===== config.mk =====
export PLATFORM = sky130hd
export DESIGN_NAME = bdx_dense_acc
export DESIGN_NICKNAME = d
export VERILOG_FILES = /design/src/rtl/bdx_pkg.sv /design/src/rtl/bdx_xorpop.sv /design/src/rtl/bdx_accum.sv /design/src/rtl/bdx_affine.sv /design/src/rtl/bdx_dense_acc.sv
export SDC_FILE = /design/constraint.sdc
export NUM_CORES = 1
export LEC_CHECK = 0
export BUFFER_PORTS_ARGS = -buffer_cell sky130_fd_sc_hd__buf_2
export CORE_ASPECT_RATIO = 1.25
export CORE_MARGIN = 10
export CORE_UTILIZATION = 45
export DETAILED_ROUTE_END_ITERATION = 6
export GPL_TIMING_DRIVEN = 0
export HOLD_SLACK_MARGIN = 0.03
export PLACE_DENSITY = 0.72
export SLEW_MARGIN = 20
export SYNTH_ARGS = -nofsm -noshare
export SYNTH_HDL_FRONTEND = slang
export SYNTH_SLANG_ARGS = --single-unit

===== constraint.sdc =====
create_clock -name clk -period 6.81 [get_ports clk]
set_input_delay 1.362 -clock clk [delete_from_list [all_inputs] [get_ports clk]]
set_output_delay 1.362 -clock clk [all_outputs]
set_load 0.02 [all_outputs]

===== src/rtl/bdx_pkg.sv =====
package bdx_pkg;

   // Width of the affine scale and offset.
   localparam int COEF_W = 16;

   // Signed width able to hold +/- max_elems exactly.
   function automatic int acc_width(input int max_elems);
      return $clog2(max_elems + 1) + 1;
   endfunction

   // Number of beats needed to cover max_elems bits.
   function automatic int beat_limit(input int max_elems, input int bits);
      return (max_elems + bits - 1) / bits;
   endfunction

endpackage


===== src/rtl/bdx_xorpop.sv =====
// Per-beat contribution: BITS - 2*popcount(data ^ weight).
module bdx_xorpop #(
   parameter int FIN    = 8,
   parameter int WORD_W = 32,
   parameter int ACC_W  = 15,
   // 0: one ripple count per word; 1: pairwise halves per word
   parameter int POP_STYLE = 0
) (
   input  logic [FIN*WORD_W-1:0]   data_i,
   input  logic [FIN*WORD_W-1:0]   weight_i,
   output logic signed [ACC_W-1:0] contrib_o
);
   localparam int BITS   = FIN * WORD_W;
   localparam int WPOP_W = $clog2(WORD_W + 1);
   localparam int POP_W  = $clog2(BITS + 1);
   localparam int HALF_W = WORD_W / 2;

   logic [FIN*WPOP_W-1:0] word_pop;
   logic [POP_W-1:0]      total_pop;
   logic [ACC_W-1:0]      diff_u;

   for (genvar g = 0; g < FIN; g++) begin : g_word
      logic [WORD_W-1:0] mism;
      logic [WPOP_W-1:0] cnt;
      assign mism = data_i[g*WORD_W +: WORD_W] ^ weight_i[g*WORD_W +: WORD_W];

      if (POP_STYLE == 1 && WORD_W >= 2) begin : g_split
         logic [WPOP_W-1:0] lo_cnt, hi_cnt;
         always_comb begin
            lo_cnt = '0;
            hi_cnt = '0;
            for (int b = 0; b < HALF_W; b++) begin
               lo_cnt = lo_cnt + WPOP_W'(mism[b]);
            end
            for (int b = HALF_W; b < WORD_W; b++) begin
               hi_cnt = hi_cnt + WPOP_W'(mism[b]);
            end
         end
         assign cnt = lo_cnt + hi_cnt;
      end else begin : g_ripple
         always_comb begin
            cnt = '0;
            for (int b = 0; b < WORD_W; b++) begin
               cnt = cnt + WPOP_W'(mism[b]);
            end
         end
      end

      assign word_pop[g*WPOP_W +: WPOP_W] = cnt;
   end

   always_comb begin
      total_pop = '0;
      for (int g = 0; g < FIN; g++) begin
         total_pop = total_pop + POP_W'(word_pop[g*WPOP_W +: WPOP_W]);
      end
   end

   assign diff_u    = ACC_W'(BITS) - (ACC_W'(total_pop) << 1);
   assign contrib_o = $signed(diff_u);

   // a contribution always lies in [-BITS, BITS] and has BITS' parity
   always_comb begin
      a_contrib_range_r2 : assert ((contrib_o >= -BITS) && (contrib_o <= BITS));
   end

endmodule


===== src/rtl/bdx_accum.sv =====
// Neuron accumulator with a beat counter and end-of-neuron detection.
module bdx_accum #(
   parameter int ACC_W     = 15,
   parameter int CNT_W     = 10,
   parameter int BITS      = 256,
   parameter int MAX_ELEMS = 8192
) (
   input  logic                    clk,
   input  logic                    rst_n,
   input  logic                    in_valid_i,
   input  logic                    in_last_i,
   input  logic signed [ACC_W-1:0] contrib_i,
   input  logic [CNT_W-1:0]        cfg_beats_i,
   output logic                    end_beat_o,
   output logic                    fin_vld_o,
   output logic signed [ACC_W-1:0] fin_sum_o
);
   logic signed [ACC_W-1:0] acc_q;
   logic [CNT_W-1:0]        cnt_q;
   logic [CNT_W-1:0]        cnt_inc;
   logic                    count_hit;
   logic signed [ACC_W-1:0] acc_sum;

   assign cnt_inc    = cnt_q + CNT_W'(1);
   assign count_hit  = (cfg_beats_i != '0) && (cnt_inc == cfg_beats_i);
   assign end_beat_o = in_valid_i && (in_last_i || count_hit);
   assign acc_sum    = acc_q + contrib_i;

   always_ff @(posedge clk or negedge rst_n) begin
      if (!rst_n) begin
         acc_q     <= '0;
         cnt_q     <= '0;
         fin_vld_o <= 1'b0;
         fin_sum_o <= '0;
      end else begin
         fin_vld_o <= end_beat_o;
         if (end_beat_o) begin
            fin_sum_o <= acc_sum;
            acc_q     <= '0;
            cnt_q     <= '0;
         end else if (in_valid_i) begin
            acc_q <= acc_sum;
            cnt_q <= cnt_inc;
         end
      end
   end

   // idle cycles leave the running state untouched
   p_idle_hold_r6 : assert property (@(posedge clk) disable iff (!rst_n)
      !in_valid_i |=> ($stable(acc_q) && $stable(cnt_q) && !fin_vld_o));

   // the cycle after a final beat starts from an empty accumulator
   p_restart_r9 : assert property (@(posedge clk) disable iff (!rst_n)
      end_beat_o |=> (acc_q == '0 && cnt_q == '0 && fin_vld_o));

   // the running total never exceeds the bits seen so far
   p_acc_bound_r10 : assert property (@(posedge clk) disable iff (!rst_n)
      (int'(acc_q) <= int'(cnt_q) * BITS) && (int'(acc_q) >= -(int'(cnt_q) * BITS)));

endmodule


===== src/rtl/bdx_affine.sv =====
// Applies k*sum + h to a finished total and registers its sign.
module bdx_affine #(
   parameter int ACC_W     = 15,
   parameter int COEF_W    = 16,
   parameter int MAX_ELEMS = 8192
) (
   input  logic                     clk,
   input  logic                     rst_n,
   input  logic                     fin_vld_i,
   input  logic signed [ACC_W-1:0]  fin_sum_i,
   input  logic signed [COEF_W-1:0] coef_k_i,
   input  logic signed [COEF_W-1:0] coef_h_i,
   output logic                     out_valid_o,
   output logic                     out_bit_o,
   output logic signed [ACC_W-1:0]  out_sum_o
);
   localparam int Y_W = ACC_W + COEF_W + 1;

   logic signed [Y_W-1:0] k_x, s_x, h_x, y_val;

   assign k_x   = Y_W'(coef_k_i);
   assign s_x   = Y_W'(fin_sum_i);
   assign h_x   = Y_W'(coef_h_i);
   assign y_val = k_x * s_x + h_x;

   always_ff @(posedge clk or negedge rst_n) begin
      if (!rst_n) begin
         out_valid_o <= 1'b0;
         out_bit_o   <= 1'b0;
         out_sum_o   <= '0;
      end else begin
         out_valid_o <= fin_vld_i;
         if (fin_vld_i) begin
            out_bit_o <= ~y_val[Y_W-1];
            out_sum_o <= fin_sum_i;
         end
      end
   end

   // a finished total produces a strobe on the next edge
   p_strobe_follows_r7 : assert property (@(posedge clk) disable iff (!rst_n)
      fin_vld_i |=> out_valid_o);

   // no strobe without a finished total
   p_no_spurious_r7 : assert property (@(posedge clk) disable iff (!rst_n)
      !fin_vld_i |=> !out_valid_o);

   // a reported total stays within the supported vector length
   p_sum_range_r10 : assert property (@(posedge clk) disable iff (!rst_n)
      out_valid_o |-> (int'(out_sum_o) <= MAX_ELEMS && int'(out_sum_o) >= -MAX_ELEMS));

endmodule


===== src/rtl/bdx_dense_acc.sv =====
module bdx_dense_acc
   import bdx_pkg::*;
#(
   parameter int FIN       = 8,
   parameter int WORD_W    = 32,
   parameter int MAX_ELEMS = 8192,
   parameter int POP_STYLE = 0,
   localparam int BITS      = FIN * WORD_W,
   localparam int ACC_W     = acc_width(MAX_ELEMS),
   localparam int MAX_BEATS = beat_limit(MAX_ELEMS, FIN * WORD_W),
   localparam int CNT_W     = $clog2(MAX_BEATS + 1)
) (
   input  logic                     clk,
   input  logic                     rst_n,
   input  logic                     in_valid,
   input  logic                     in_last,
   input  logic [BITS-1:0]          in_data,
   input  logic [BITS-1:0]          in_weight,
   input  logic [CNT_W-1:0]         cfg_beats,
   input  logic signed [COEF_W-1:0] coef_k,
   input  logic signed [COEF_W-1:0] coef_h,
   output logic                     out_valid,
   output logic                     out_bit,
   output logic signed [ACC_W-1:0]  out_sum
);
   // Elaboration-time parameter checks
   if (FIN < 1) begin : g_bad_fin
      $error("bdx_dense_acc: FIN must be at least 1");
   end
   if (WORD_W < 1) begin : g_bad_word
      $error("bdx_dense_acc: WORD_W must be at least 1");
   end
   if (MAX_ELEMS < BITS) begin : g_bad_len
      $error("bdx_dense_acc: MAX_ELEMS must cover one beat");
   end
   if (POP_STYLE != 0 && POP_STYLE != 1) begin : g_bad_style
      $error("bdx_dense_acc: POP_STYLE must be 0 or 1");
   end

   logic signed [ACC_W-1:0]  contrib;
   logic                     end_beat;
   logic                     fin_vld;
   logic signed [ACC_W-1:0]  fin_sum;
   logic signed [COEF_W-1:0] k_q, h_q;

   bdx_xorpop #(
      .FIN(FIN), .WORD_W(WORD_W), .ACC_W(ACC_W), .POP_STYLE(POP_STYLE)
   ) i_xorpop (
      .data_i(in_data), .weight_i(in_weight), .contrib_o(contrib)
   );

   bdx_accum #(
      .ACC_W(ACC_W), .CNT_W(CNT_W), .BITS(BITS), .MAX_ELEMS(MAX_ELEMS)
   ) i_accum (
      .clk(clk), .rst_n(rst_n),
      .in_valid_i(in_valid), .in_last_i(in_last),
      .contrib_i(contrib), .cfg_beats_i(cfg_beats),
      .end_beat_o(end_beat), .fin_vld_o(fin_vld), .fin_sum_o(fin_sum)
   );

   // the coefficients are captured together with the final beat
   always_ff @(posedge clk or negedge rst_n) begin
      if (!rst_n) begin
         k_q <= '0;
         h_q <= '0;
      end else if (end_beat) begin
         k_q <= coef_k;
         h_q <= coef_h;
      end
   end

   bdx_affine #(
      .ACC_W(ACC_W), .COEF_W(COEF_W), .MAX_ELEMS(MAX_ELEMS)
   ) i_affine (
      .clk(clk), .rst_n(rst_n),
      .fin_vld_i(fin_vld), .fin_sum_i(fin_sum),
      .coef_k_i(k_q), .coef_h_i(h_q),
      .out_valid_o(out_valid), .out_bit_o(out_bit), .out_sum_o(out_sum)
   );

   // coefficients hold between final beats
   p_coef_hold_r8 : assert property (@(posedge clk) disable iff (!rst_n)
      !end_beat |=> ($stable(k_q) && $stable(h_q)));

endmodule


==> impl_metrics.tcl <==
set metrics [dict create \
    ant_nets 0 \
    setup_slack_ps -4930 \
    post-route-period-util_pct 172 \
    critical_path.most_common_cell "sky130_fd_sc_hd__fa_1" \
    setup.worst_path.start_class "primary input" \
    die_area_um2 58700 \
    num_vias 17700 \
    fin_worst_hold_slack_ps 502 \
    synth_top_area_share_pct 42.6 \
    detail_route.iter0.violations 1135 \
    cts_htree_levels 3 \
    cts_hold_repair.buffers 0 \
    multi_input_area_um2 18700 \
    crit_fanout 6 \
    cpLargestDelayFamily "adder cells" \
    ff_latch_count_synth 82 \
    number_of_i_o_pins 571 \
    clkSinkCount 82 \
    finalMaxSlewViolations 0 \
    ys_seq_area_share_pct 9.24 \
    grt_setup_unrepaired "true" \
    upper_clock_frequency_limit_mhz 85.2 \
    grt_pass1_vias 20200 \
    synthTopCellsByArea "sky130_fd_sc_hd__fa_1 43%, sky130_fd_sc_hd__ha_1 11%, sky130_fd_sc_hd__dfrtp_1 9.2%" \
    core-area_um2 48500 \
    synth_enable_flop_cells 0 \
    port_buffers 567 \
    cts_tree "done" \
    synthToLayoutAreaGrowth_pct 21.6 \
    chipHeight_um 268 \
    syn_avg_cell_area_um2 10.2 \
    gp_congestion 1.33 \
    critical_path.n_buffers_inverters 10 \
    drc 0 \
    overflow 0 \
    max_stage_delay_ps 600 \
    ys_async_sr_fraction_pct 100 \
    floorplan.initialDensity_pct 45.8 \
    yosysTopAreaCell "sky130_fd_sc_hd__fa_1" \
    critical_path.endpoint_type "register" \
    grt_start_max_net_pins 45 \
    synth_cell_types 62 \
    num-nets-final 3975 \
    clock_skew_ps 10.8 \
    slowest_stage "sky130_fd_sc_hd__fa_2" \
    hold_violations 0 \
    category_of_the_most_critical_setup_path "primary input to register" \
    first_pass_iters 5 \
    clock_tree_root_buffer_cell "sky130_fd_sc_hd__clkbuf_16" \
    synth-main-ff-cell "sky130_fd_sc_hd__dfrtp_1" \
    required_ps 7080 \
    post_route_cells_drive_above_1_share_pct 27.8 \
    drv.max_cap_violation_count 0 \
    cts.clk_slew.worst_paths_ps 70 \
    max-slew-margin-rel_pct 45.8 \
    ctsLongestPathBuffers 2 \
    die_width_um 219 \
    yosys_warnings 0 \
    failed_checks "negative setup slack" \
    finalCoreUtilization_pct 55.6 \
    detail_route.vias_per_cell 5.18 \
    timing.critical_path.arrival_ps 12010 \
    fin_crit_ps 11740 \
    clk_latency_worst_skew_pair_ps 350 \
    synthesis.area_um2 22200 \
    number_of_antenna_violations_at_the_first_check_in_global_routing 10 \
    floorplan.rows 90 \
    dp_slack_ps -5480 \
    grt_first_pass_wirelength_um 117000 \
    worst-slew-pin-transition_ps 813 \
    grt_use_total_pct 26.8 \
    fillers 4180 \
    routed_wl_um 79500 \
    cts_inserted_buffers 9 \
    register_area_um2 2050 \
    detailedPlacementHpwl_um 72400 \
    finalSetupViolCount 28 \
    syn-instance-count 2167 \
    status "finished with violations" \
    hp-class "register to register" \
    wire_per_inst_um 23.3 \
]
## sequential cells by signal, summed over array words and instances, names as in the netlist
register	flops
i_accum.cnt_q	6
i_affine.out_valid_o	1
h_q	15
i_affine.out_bit_o	1
i_accum.acc_q	14
k_q	16
i_affine.out_sum_o	14
i_accum.fin_vld_o	1
i_accum.fin_sum_o	14
## area by class of cell
class                           count  share of cell area, %
Clock buffer                       11                  0.862
Buffer                             44                  0.750
Sequential cell                    82                   7.61
Tap cell                          644                   2.98
Clock inverter                      5                  0.232
Timing Repair Buffer              585                   11.2
Multi-Input combinational cell   1526                   69.3
Inverter                          508                   7.06
Antenna cell                        8                 0.0741
## per-stage QoR
step	instance area, um2	instances	TNS (ps)
3_5_place_dp	26100	3380	-120080
6_report	27000	3413	-108600
5_1_grt	27000	3406	-114640
4_1_cts	26700	3403	-105370
3_3_place_gp	26000	3379	-114980
2_1_floorplan	22400	2168	-95500
## cells by family (layout without fill, tap and decap cells)
logic type / Yosys count / after routing / share of synthesized area [%]
AO/OA/AOI/OAI: 142 / 142 / 4.37
XOR/XNOR: 318 / 318 / 12.6
adder cells (fa/ha/maj): 665 / 665 / 53.4
buffers and inverters: 560 / 1153 / 9.60
flip-flops: 82 / 82 / 9.24
multiplexers: 55 / 55 / 2.95
other: 1 / 10 / 0.0169
AND/OR/NAND/NOR: 344 / 344 / 7.79
## Yosys cell counts, types with 2 or more instances
| library cell | instances |
|---|---|
| sky130_fd_sc_hd__buf_2 | 2 |
| sky130_fd_sc_hd__o22ai_1 | 2 |
| sky130_fd_sc_hd__nor4_1 | 4 |
| sky130_fd_sc_hd__nor2b_1 | 22 |
| sky130_fd_sc_hd__mux2_2 | 41 |
| sky130_fd_sc_hd__a211oi_2 | 2 |
| sky130_fd_sc_hd__o21a_1 | 4 |
| sky130_fd_sc_hd__xnor2_1 | 181 |
| sky130_fd_sc_hd__buf_6 | 3 |
| sky130_fd_sc_hd__a21oi_1 | 37 |
| sky130_fd_sc_hd__o31ai_1 | 2 |
| sky130_fd_sc_hd__nand2b_1 | 27 |
| sky130_fd_sc_hd__o21ba_2 | 2 |
| sky130_fd_sc_hd__o211ai_1 | 2 |
| sky130_fd_sc_hd__o311ai_1 | 2 |
| sky130_fd_sc_hd__mux2_4 | 10 |
| sky130_fd_sc_hd__a21o_1 | 22 |
| sky130_fd_sc_hd__dfrtp_1 | 82 |
| sky130_fd_sc_hd__inv_1 | 508 |
| sky130_fd_sc_hd__nand4_1 | 6 |
| sky130_fd_sc_hd__o221ai_1 | 2 |
| sky130_fd_sc_hd__fa_1 | 472 |
| sky130_fd_sc_hd__clkbuf_1 | 46 |
| sky130_fd_sc_hd__a211o_1 | 2 |
| sky130_fd_sc_hd__mux2_1 | 3 |
| sky130_fd_sc_hd__nor2_1 | 23 |
| sky130_fd_sc_hd__o21bai_1 | 4 |
| sky130_fd_sc_hd__nor4b_1 | 2 |
| sky130_fd_sc_hd__ha_1 | 193 |
| sky130_fd_sc_hd__nand2_1 | 143 |
| sky130_fd_sc_hd__nand3_1 | 11 |
| sky130_fd_sc_hd__nor3_1 | 7 |
| sky130_fd_sc_hd__xor2_1 | 136 |
| sky130_fd_sc_hd__and2_1 | 91 |
| sky130_fd_sc_hd__o21ai_0 | 29 |
| sky130_fd_sc_hd__o2bb2ai_1 | 14 |
| sky130_fd_sc_hd__o2111ai_1 | 3 |
## per-layer routing
| metal | global-route usage [%] | routed length, um | vias up |
|---|---|---|---|
| li1 | - | - | 7653 |
| met1 | 31.1 | 27800 | 8918 |
| met2 | 44.3 | 38800 | 901 |
| met3 | 9.78 | 9280 | 204 |
| met4 | 10.7 | 3620 | 10 |
| met5 | 0 | 63 | - |
## placed cells by master (no fill, tap or decap), types with 17 or more instances in the layout
master                     synthesis  final
sky130_fd_sc_hd__buf_2             2    566
sky130_fd_sc_hd__nor2b_1          22     19
sky130_fd_sc_hd__buf_4             1     18
sky130_fd_sc_hd__a21o_1           22     22
sky130_fd_sc_hd__mux2_2           41     41
sky130_fd_sc_hd__nand2_1         143    143
sky130_fd_sc_hd__xnor2_1         181    169
sky130_fd_sc_hd__dfrtp_1          82     80
sky130_fd_sc_hd__a21oi_1          37     30
sky130_fd_sc_hd__nand2b_1         27     27
sky130_fd_sc_hd__clkbuf_1         46     33
sky130_fd_sc_hd__xor2_1          136    131
sky130_fd_sc_hd__and2_1           91     90
sky130_fd_sc_hd__o21ai_0          29     20
sky130_fd_sc_hd__ha_1            193    174
sky130_fd_sc_hd__ha_4              0     17
sky130_fd_sc_hd__inv_1           508    498
sky130_fd_sc_hd__fa_1            472    465
## final timing paths
| kind | endpoint | cells past startpoint | slack, ps | start |
|---|---|---|---|---|
| max | i_accum.acc_q[14] | 43 | -4930 | in_weight[33] |
| min | i_accum.acc_q[5] | 1 | 500 | i_accum.acc_q[5] |
| max reg2reg | i_affine.out_bit_o | 17 | 250 | i_accum.fin_sum_o[10] |
| min reg2reg | i_accum.acc_q[5] | 1 | 500 | i_accum.acc_q[5] |
| max in group asynchronous | i_accum.acc_q[6] | 2 | 5190 | rst_n |
| min in group asynchronous | i_affine.out_bit_o | 1 | 990 | rst_n |
## timing repair
item                       4_1_cts  5_1_grt
setup endpoints to repair       29       29
resized for setup               59       52
setup buffers                   11        6
pin swaps                       27       16
Power is not shown: default switching activity piles up to over one toggle a cycle in this logic, so the estimate is an artifact.
